==> config.mk <==
export PLATFORM = sky130hd
export DESIGN_NAME = dptr_unit
export DESIGN_NICKNAME = d
export VERILOG_FILES = /design/src/rtl/dptr_pkg.sv /design/src/rtl/dptr_sel_reg.sv /design/src/rtl/dptr_reg.sv /design/src/rtl/dptr_addr_gen.sv /design/src/rtl/dptr_unit.sv
export SDC_FILE = /design/constraint.sdc
export NUM_CORES = 1
export LEC_CHECK = 0
export BUFFER_PORTS_ARGS = -buffer_cell sky130_fd_sc_hd__clkbuf_2
export CORE_UTILIZATION = 56
export CTS_CLUSTER_DIAMETER = 60
export DETAILED_ROUTE_END_ITERATION = 7
export PLACE_DENSITY = 0.81
export RECOVER_POWER = 25
export SKIP_CTS_REPAIR_TIMING = 1
export SYNTH_ARGS = -nofsm -noshare
export SYNTH_HDL_FRONTEND = slang
export SYNTH_SLANG_ARGS = --single-unit
==> constraint.sdc <==
create_clock -name clk -period 3.8 [get_ports clk]
set_input_delay 0.19 -clock clk [delete_from_list [all_inputs] [get_ports clk]]
set_output_delay 0.19 -clock clk [all_outputs]
set_load 0.01 [all_outputs]
==> src/rtl/dptr_pkg.sv <==
// Shared types for the banked data pointer unit.
// Assumes: command codes are fixed by the core's sequencer.
package dptr_pkg;
    typedef enum logic [1:0] {
        PCMD_IDLE = 2'b00,
        PCMD_INC  = 2'b01,
        PCMD_LOAD = 2'b10,
        PCMD_RSVD = 2'b11
    } ptr_cmd_e;
endpackage

==> src/rtl/dptr_sel_reg.sv <==
// Control register holding the pointer select flag and two spare control flags.
// Only bits set in KEEP_MASK store data; all other bits read back as zero, so a
// carry out of the select bit during a read-modify-write increment is lost.
// Assumes: wr_en is already decoded from the SFR address and write strobe.
module dptr_sel_reg #(
    parameter int          DW        = 8,
    parameter logic [DW-1:0] KEEP_MASK = 8'h19
) (
    input  logic          clk,
    input  logic          rst_n,
    input  logic          wr_en,
    input  logic [DW-1:0] wdata,
    output logic [DW-1:0] ctrl_q,
    output logic          sel_o
);
    // Store the masked write data; clear on reset.
    always_ff @(posedge clk) begin
        if (!rst_n)
            ctrl_q <= '0;
        else if (wr_en)
            ctrl_q <= wdata & KEEP_MASK;
    end

    // Select flag is bit 0.
    always_comb sel_o = ctrl_q[0];

    assert_sel_write_R2: assert property (@(posedge clk) disable iff (!rst_n)
        wr_en |=> sel_o == $past(wdata[0]));
    assert_ctrl_hold_R3: assert property (@(posedge clk) disable iff (!rst_n)
        !wr_en |=> $stable(ctrl_q));
    assert_rmw_toggle_R4: assert property (@(posedge clk) disable iff (!rst_n)
        (wr_en && wdata == ctrl_q + 1'b1) |=>
            (sel_o != $past(sel_o)) && (ctrl_q[4:3] == $past(ctrl_q[4:3])));
endmodule

==> src/rtl/dptr_reg.sv <==
// One 16-bit data pointer with increment, load and SFR byte-write paths.
// A pointer command beats an SFR byte write in the same cycle.
// Assumes: W == 2*BW (one low and one high SFR byte); writes arrive ungated.
module dptr_reg
    import dptr_pkg::*;
#(
    parameter int W  = 16,
    parameter int BW = 8
) (
    input  logic          clk,
    input  logic          rst_n,
    input  logic          active,
    input  ptr_cmd_e      cmd,
    input  logic [W-1:0]  imm,
    input  logic          wr_lo,
    input  logic          wr_hi,
    input  logic [BW-1:0] wbyte,
    output logic [W-1:0]  q
);
    localparam int HI_W = W - BW;

    logic do_inc, do_load, do_lo, do_hi;

    // Qualify the update sources with the select and the priority order.
    always_comb begin
        do_inc  = active && (cmd == PCMD_INC);
        do_load = active && (cmd == PCMD_LOAD);
        do_lo   = active && wr_lo && !do_inc && !do_load;
        do_hi   = active && wr_hi && !do_inc && !do_load;
    end

    // Pointer state update.
    always_ff @(posedge clk) begin
        if (!rst_n)
            q <= '0;
        else if (do_load)
            q <= imm;
        else if (do_inc)
            q <= q + W'(1);
        else begin
            if (do_lo) q[BW-1:0] <= wbyte;
            if (do_hi) q[W-1:BW] <= wbyte[HI_W-1:0];
        end
    end

    assert_inactive_hold_R2: assert property (@(posedge clk) disable iff (!rst_n)
        !active |=> $stable(q));
    assert_inc_wrap_R5: assert property (@(posedge clk) disable iff (!rst_n)
        (active && cmd == PCMD_INC && q == {W{1'b1}}) |=> q == '0);
    assert_load_R6: assert property (@(posedge clk) disable iff (!rst_n)
        (active && cmd == PCMD_LOAD) |=> q == $past(imm));
    assert_cmd_wins_R8: assert property (@(posedge clk) disable iff (!rst_n)
        (active && cmd == PCMD_INC && (wr_lo || wr_hi)) |=> q == $past(q) + W'(1));
endmodule

==> src/rtl/dptr_addr_gen.sv <==
// Forms the memory address from the active pointer, optionally adding the
// zero-extended accumulator for indexed code reads and indirect jumps.
// Assumes: OW <= W; the sum wraps modulo 2^W.
module dptr_addr_gen #(
    parameter int W  = 16,
    parameter int OW = 8
) (
    input  logic [W-1:0]  base,
    input  logic [OW-1:0] off,
    input  logic          idx_en,
    output logic [W-1:0]  addr
);
    // Single adder after the pointer mux.
    always_comb addr = idx_en ? base + {{(W-OW){1'b0}}, off} : base;
endmodule

==> src/rtl/dptr_unit.sv <==
// Top of the banked data pointer unit: decodes SFR accesses, instantiates the
// control register and two pointers, muxes the active pointer and read data.
// Assumes: SFR reads are combinational and strobed by sfr_re.
module dptr_unit
    import dptr_pkg::*;
#(
    parameter int         PTR_W    = 16,
    parameter int         SFR_AW   = 8,
    parameter int         SFR_DW   = 8,
    parameter int         ACC_W    = 8,
    parameter logic [7:0] LO_ADDR  = 8'h82,
    parameter logic [7:0] HI_ADDR  = 8'h83,
    parameter logic [7:0] SEL_ADDR = 8'hA2
) (
    input  logic              clk,
    input  logic              rst_n,
    input  logic [SFR_AW-1:0] sfr_addr,
    input  logic [SFR_DW-1:0] sfr_wdata,
    input  logic              sfr_we,
    input  logic              sfr_re,
    output logic [SFR_DW-1:0] sfr_rdata,
    input  logic [1:0]        ptr_cmd,
    input  logic [PTR_W-1:0]  ptr_imm,
    input  logic [ACC_W-1:0]  acc,
    input  logic              idx_en,
    output logic [PTR_W-1:0]  mem_addr
);
    localparam int NUM_PTR = 2;

    ptr_cmd_e          cmd;
    logic              hit_lo_w, hit_hi_w, hit_sel_w;
    logic [SFR_DW-1:0] ctrl_q;
    logic              sel;
    logic [PTR_W-1:0]  ptr_q [NUM_PTR];
    logic [PTR_W-1:0]  act_ptr;

    // Convert the raw command bits to the enum.
    always_comb cmd = ptr_cmd_e'(ptr_cmd);

    // Write decode for the three SFR locations.
    always_comb begin
        hit_lo_w  = sfr_we && (sfr_addr == LO_ADDR);
        hit_hi_w  = sfr_we && (sfr_addr == HI_ADDR);
        hit_sel_w = sfr_we && (sfr_addr == SEL_ADDR);
    end

    dptr_sel_reg #(.DW(SFR_DW)) u_sel (
        .clk    (clk),
        .rst_n  (rst_n),
        .wr_en  (hit_sel_w),
        .wdata  (sfr_wdata),
        .ctrl_q (ctrl_q),
        .sel_o  (sel)
    );

    for (genvar k = 0; k < NUM_PTR; k++) begin : g_ptr
        dptr_reg #(.W(PTR_W), .BW(SFR_DW)) u_ptr (
            .clk    (clk),
            .rst_n  (rst_n),
            .active (sel == 1'(k)),
            .cmd    (cmd),
            .imm    (ptr_imm),
            .wr_lo  (hit_lo_w),
            .wr_hi  (hit_hi_w),
            .wbyte  (sfr_wdata),
            .q      (ptr_q[k])
        );
    end

    // Active pointer mux.
    always_comb act_ptr = ptr_q[sel];

    dptr_addr_gen #(.W(PTR_W), .OW(ACC_W)) u_agen (
        .base   (act_ptr),
        .off    (acc),
        .idx_en (idx_en),
        .addr   (mem_addr)
    );

    // Combinational SFR read mux, zero when not strobed or unmapped.
    always_comb begin
        sfr_rdata = '0;
        if (sfr_re) begin
            if (sfr_addr == LO_ADDR)       sfr_rdata = act_ptr[SFR_DW-1:0];
            else if (sfr_addr == HI_ADDR)  sfr_rdata = act_ptr[PTR_W-1:SFR_DW];
            else if (sfr_addr == SEL_ADDR) sfr_rdata = ctrl_q;
        end
    end

    assert_idle_no_change_R7: assert property (@(posedge clk) disable iff (!rst_n)
        (cmd != PCMD_INC && cmd != PCMD_LOAD && !sfr_we) |=>
            $stable(ptr_q[0]) && $stable(ptr_q[1]));
    assert_fixed_zero_read_R3: assert property (@(posedge clk) disable iff (!rst_n)
        (sfr_re && sfr_addr == SEL_ADDR) |-> sfr_rdata[2:1] == 2'b00);
    assert_quiet_read_R9: assert property (@(posedge clk) disable iff (!rst_n)
        !sfr_re |-> sfr_rdata == '0);
    assert_reset_sel_R1: assert property (@(posedge clk)
        !rst_n |=> (sel == 1'b0) && (mem_addr == '0 || idx_en));
endmodule

-- Word-level counts from Yosys, hierarchy flattened
Cells that the tools add are included.
- word-level logic and storage cells: 59
- output and inout bits: 24
- flip-flop bits (word level): 35
- input port bits: 47
- reduce and logical (&&, ||, !) cells: 27
- order comparisons: 1
- bitwise gates (word level): 2
- muxes and demuxes: 16
- equality and inequality tests: 5
- add/sub/neg operators: 3
- operators by type and width (kind ; count):
    2-to-1 mux 16 bit ; 8
    2-to-1 mux 8 bit ; 7
    adder 16 x 1 -> 16 bit (second input constant) ; 2
    equality test 8 bit (second input constant) ; 3
    logical AND 1 bit ; 19
    adder 16 x 8 -> 16 bit ; 1
    nonzero test 3 bit ; 4
    2-to-1 mux 5 bit ; 1
    logical NOT 1 bit ; 4
    equality test 2 x 1 -> 1 bit (second input constant) ; 1
    equality test 2 bit (second input constant) ; 1
    >= comparator 2 bit (second input constant) ; 1
    inverter 1 -> 2 bit ; 1
    inverter 1 bit ; 1

-- Logic depth before layout (Yosys ltp)
- word-level depth: 8
- gate-level depth with buffers: 12

-- Modules after synthesis
Synthesis repeated with hierarchy kept, for this count alone.
- cell total of the unflattened synthesis: 494
- area total of the unflattened synthesis: 3723.6 sq um
- modules (own cells, without submodules) (module ; cells each ; sequential area each (sq um) ; area an instance (sq um) ; times used):
    dptr_reg ; 164 ; 320.3 ; 1203.7 ; 2
    dptr_addr_gen ; 87 ; 0.0 ; 653.1 ; 1
    dptr_unit ; 63 ; 0.0 ; 505.5 ; 1
    dptr_sel_reg ; 16 ; 60.1 ; 157.7 ; 1

-- Least setup slack after synthesis
No wires, ideal clock.
- path type: reg2out
- from: register u_sel.ctrl_q[0]
- to: output port mem_addr[10]
- stages on the path, launching flop included: 11
- path slack: 0.856 ns
- data required time: 3.610 ns
- arrival: 2.754 ns
- path through: dfxtp_1 buf_6 buf_2 buf_2 mux2_2 fa_1 a211oi_1 nor2_1 o21ai_0 nor3_1 xnor2_1
- longest elaborated chain between the ends: 6
- ends and longest elaborated chain (item ; line ; source):
    start: declaration ; dptr_sel_reg.sv:13 ; output logic [DW-1:0] ctrl_q,
    start signal: assignment ; dptr_sel_reg.sv:21 ; ctrl_q <= wdata & KEEP_MASK;
    inverter 1 -> 2 bit (not written as such) * ; dptr_unit.sv:71 ; always_comb act_ptr = ptr_q[sel];
    2-to-1 mux 16 bit (not written as such) * (3 in a row) ; dptr_unit.sv:71 ;
    adder 16 x 8 -> 16 bit ; dptr_addr_gen.sv:14 ; always_comb addr = idx_en ? base + {{(W-OW){1'b0}}, off} : base;
    2-to-1 mux 16 bit * ; dptr_addr_gen.sv:14 ;
    end: declaration ; dptr_unit.sv:26 ; output logic [PTR_W-1:0] mem_addr
Mark *: on every way between the ends. The rest lies on a longest branch, timed or not. The select of a mux whose other input is x is not followed.

-- Worst setup path in the final report
- from: register u_sel.ctrl_q[0]
- to: output port mem_addr[12]
Same word-level chain as after synthesis.

==> summary.txt <==
OUTCOME
----------------------------------------------------------------------------------------
Run status ................................................................ finished, final reports clean

GLOBAL ROUTE
----------------------------------------------------------------------------------------
Number of global-route vias before repair .................................         3539
Number of antenna violations at the first check in global routing .........            1
GRT overflow ..............................................................            0
Largest net degree at the start of global routing .........................           29
Global-route wire length before repair ....................................     18100 um
All-Layer GR Usage ........................................................        36.3%

FINISH
----------------------------------------------------------------------------------------
Net total in the final layout .............................................          604
Post-route cell area ......................................................    3930 um^2
Area Growth Syn to Fin ....................................................        11.6%
Fraction of final layout cells with drive strength greater than 1 .........        18.1%
Leading cell type in the layout, fill and taps excluded ................... sky130_fd_sc_hd__clkbuf_2
Commonest non-fill, non-tap cells in the layout ........................... 69 x sky130_fd_sc_hd__clkbuf_2, 57 x sky130_fd_sc_hd__a21oi_1, 55 x sky130_fd_sc_hd__nor2_1
Filler cell count in the final layout .....................................          534

TIMING
----------------------------------------------------------------------------------------
Worst setup slack after layout ............................................     0.369 ns
Relative slew margins .....................................................        29.1%
Sum of negative setup slack ...............................................         0 ns
Hold violation total from the final report ................................            0
RSZ-0062 raised after global routing ......................................        false
Least-Margin Pin Slew .....................................................      1.06 ns
Peak Freq .................................................................      291 MHz
Minimum clock period after layout .........................................      3.43 ns
Final period utilization ..................................................        90.3%
Number of max-slew violations in the final report .........................            0
Worst clock skew ..........................................................    0.0112 ns
Final setup violation count ...............................................            0

POWER AND IR DROP
----------------------------------------------------------------------------------------
Clk network pwr share .....................................................        28.4%
Internal portion of total power ...........................................     0.654 mW
Combinational cell fraction of total power ................................        31.3%
Portion of total power attributed to sequential cells .....................        40.3%
P per Cell Area ...........................................................  258 nW/um^2
Net switching component of the power ......................................     0.358 mW
Largest voltage drop on the vdd net .......................................       174 uV
Static Leakage ............................................................      1.53 nW
Switching part of the total power .........................................        35.4%

SETUP PATH
----------------------------------------------------------------------------------------
Category of cells accounting for the largest share of critical-path delay . compound AO/OA/AOI/OAI gates
Cells traversed along the worst timing path ............................... buf_4, mux2_2, fa_1, a211oi_1, nor2_1, o21ai_0, nor3_1, xnor2_1, clkbuf_2
Cell with the biggest individual delay on the critical path ............... sky130_fd_sc_hd__dfxtp_1
Kind of critical path .....................................................      reg2out
Endpoint required time on the critical path ...............................      3.61 ns
Sum of buffers and inverters on the critical path .........................            2
Worst setup EP type ....................................................... primary output
Startpoint Class ..........................................................    flip-flop
Maximum cell stage delay along the critical path ..........................      0.47 ns
Worst Path Arrival ........................................................      3.24 ns
Largest fanout on the critical path .......................................           18

DRT
----------------------------------------------------------------------------------------
Avg Vias per Cell .........................................................         6.68
Detailed Route Iter0 Violations ...........................................          570
Vias post-DR ..............................................................         4152
Final wirelength ..........................................................     11700 um
DR WL/cell ................................................................      18.8 um
Number of remaining DRC errors ............................................            0
Number of nets with antenna violations after detailed routing .............            0
Number of detailed-routing iterations run before antenna repair ...........            5

YOSYS
----------------------------------------------------------------------------------------
Yosys warns ...............................................................            0
Share of the yosys chip area belonging to registers .......................        19.9%
Post-synthesis async set-or-reset flop share ..............................           0%
Count of flip-flops with a built-in enable after synthesis ................            0
Post-Syn Instances ........................................................          500
Synth Register Bits .......................................................           35
Most instantiated flip-flop cell in the synthesis netlist ................. sky130_fd_sc_hd__dfxtp_1
Yosys cell types ..........................................................           63
Post-synthesis average cell area ..........................................    7.04 um^2
Post-Synthesis Net Count ..................................................          558
Synth Cell Area ...........................................................    3520 um^2

RUN
----------------------------------------------------------------------------------------
Max-cap check violation count .............................................            0

CLOCK NETWORK
----------------------------------------------------------------------------------------
Maximum clock insertion buffer count ......................................            2
Source-to-sink clock delay at the later pin of the worst-skew pair ........      0.29 ns
TritonCTS clock tree ......................................................        built
Clock-pin slew on the worst setup and hold paths ..........................      0.08 ns
Number of clock sinks .....................................................           35
Cts bufs inserted .........................................................            5
Number of levels the H-tree was split into ................................            2
Buffer type at the clock tree root ........................................ sky130_fd_sc_hd__clkbuf_8

PLACE
----------------------------------------------------------------------------------------
Placed cell areas .........................................................    3840 um^2
Post-Place Setup Slack ....................................................     0.741 ns
Placer congestion estimate ................................................        0.992
Estimated wirelength of the detail-placed design ..........................      8840 um
Count of buffers inserted at the top-level ports ..........................           70

DIE
----------------------------------------------------------------------------------------
Standard-cell rows ........................................................           28
DIE AREA ..................................................................    6600 um^2
Vertical extent of the die ................................................      81.3 um
Number of primary I/O pins ................................................           71
Placeable Area ............................................................    5990 um^2
Horizontal extent of the die ..............................................      81.3 um
Initial Utilization .......................................................        58.7%

MIN PATH
----------------------------------------------------------------------------------------
Class of the most critical hold timing path ...............................       in2reg

power groups by stage:
stage	Sequential [mW]	Combinational, mW	Clock (mW)
3_3_place_gp	0.414	0.304	0
3_5_place_dp	0.415	0.309	0
5_1_grt	0.409	0.346	0.302
4_1_cts	0.406	0.311	0.286
2_1_floorplan	0.406	0.209	0
6_report	0.408	0.317	0.287
cell families after synthesis:
family | synth area share, %
simple gates | 26.2
mux | 5.69
buf+inv | 5.58
compound gates | 33.0
xor+xnor | 5.48
flops | 19.9
fa+ha+maj | 4.13
worst paths after layout:
path / startpoint / endpoint / slack, ns / cells after the start
max: u_sel.ctrl_q[0] / mem_addr[12] / 0.37 / 9
min: ptr_imm[3] / g_ptr[0].u_ptr.q[3] / 0.17 / 3
max reg2reg: u_sel.ctrl_q[0] / g_ptr[0].u_ptr.q[7] / 1.44 / 8
min reg2reg: u_sel.ctrl_q[4] / u_sel.ctrl_q[4] / 0.52 / 2
per-stage QoR:
stage / cells / power [mW] / hold WS [ns] / utilization, %
after global placement: 614 / 0.719 / 0.469 / 64.1
final: 622 / 1.01 / 0.171 / 65.6
after detailed placement: 614 / 0.724 / 0.477 / 64.1
after floorplan: 500 / 0.615 / 0.337 / -
after global routing: 622 / 1.06 / 0.192 / 65.6
after CTS: 621 / 1.00 / 0.166 / 65.6
registers in the layout, summed over array words and instances, names as in the netlist:
register	flops
g_ptr.u_ptr.q	32
u_sel.ctrl_q	3
cell type report:
| type | count | area, um^2 | area share (%) |
|---|---|---|---|
| timing repair buffer | 75 | 383 | 9.75 |
| antenna | 1 | 2.50 | 0.0637 |
| clock buffer | 6 | 82.6 | 2.10 |
| inverter | 9 | 33.8 | 0.860 |
| tap | 75 | 93.8 | 2.39 |
| clock inverter | 1 | 5.00 | 0.127 |
| multi-input combinational | 420 | 2630 | 66.9 |
| sequential | 35 | 701 | 17.8 |
per-layer routing:
metal / part of all wire [%] / GRT usage [%]
met3: 11 / 6.07
met4: 3.9 / 15.5
met2: 44 / 54.0
met5: 0 / 0
met1: 41 / 50.9
Yosys cell counts, drive strengths merged (2+ instances only):
cell type  instances  area [um^2]
a211o              4         35.0
a211oi            12         90.1
a21o               2         15.0
a21oi             57          285
a22o               4         35.0
a22oi              2         15.0
a2bb2oi            3         26.3
a311oi             2         17.5
a31oi             10         62.6
a41o               2         20.0
and3               4         25.0
and3b              2         17.5
and4               3         26.3
buf               15         83.8
clkbuf            21         78.8
dfxtp             35          701
ha                10          125
inv                9         33.8
mux2               8         90.1
mux2i             11          110
nand2             54          203
nand2b             4         25.0
nand3             15         75.1
nand3b             4         42.5
nand4              7         43.8
nor2              55          206
nor2b              3         18.8
nor3              10         55.1
nor3b              3         22.5
nor4               6         37.5
o211ai            13         97.6
o21a               4         30.0
o21ai             41          205
o21bai             3         22.5
o221ai             2         17.5
o22ai              8         50.1
o31a               2         17.5
o31ai              4         35.0
or2                3         18.8
or3                4         25.0
or3b               2         17.5
xnor2             14          123
xor2               8         70.1
worst register-to-register path, delay by kind of cell, from the launching register on:
kind | cells | cell delay (ns)
AOI/OAI and AO/OA | 2 | 0.33
and+or+nand+nor | 3 | 0.48
DFF | 1 | 0.38
buffers and inverters | 3 | 1.05
Note: power is estimated with default switching activity, not from simulation.
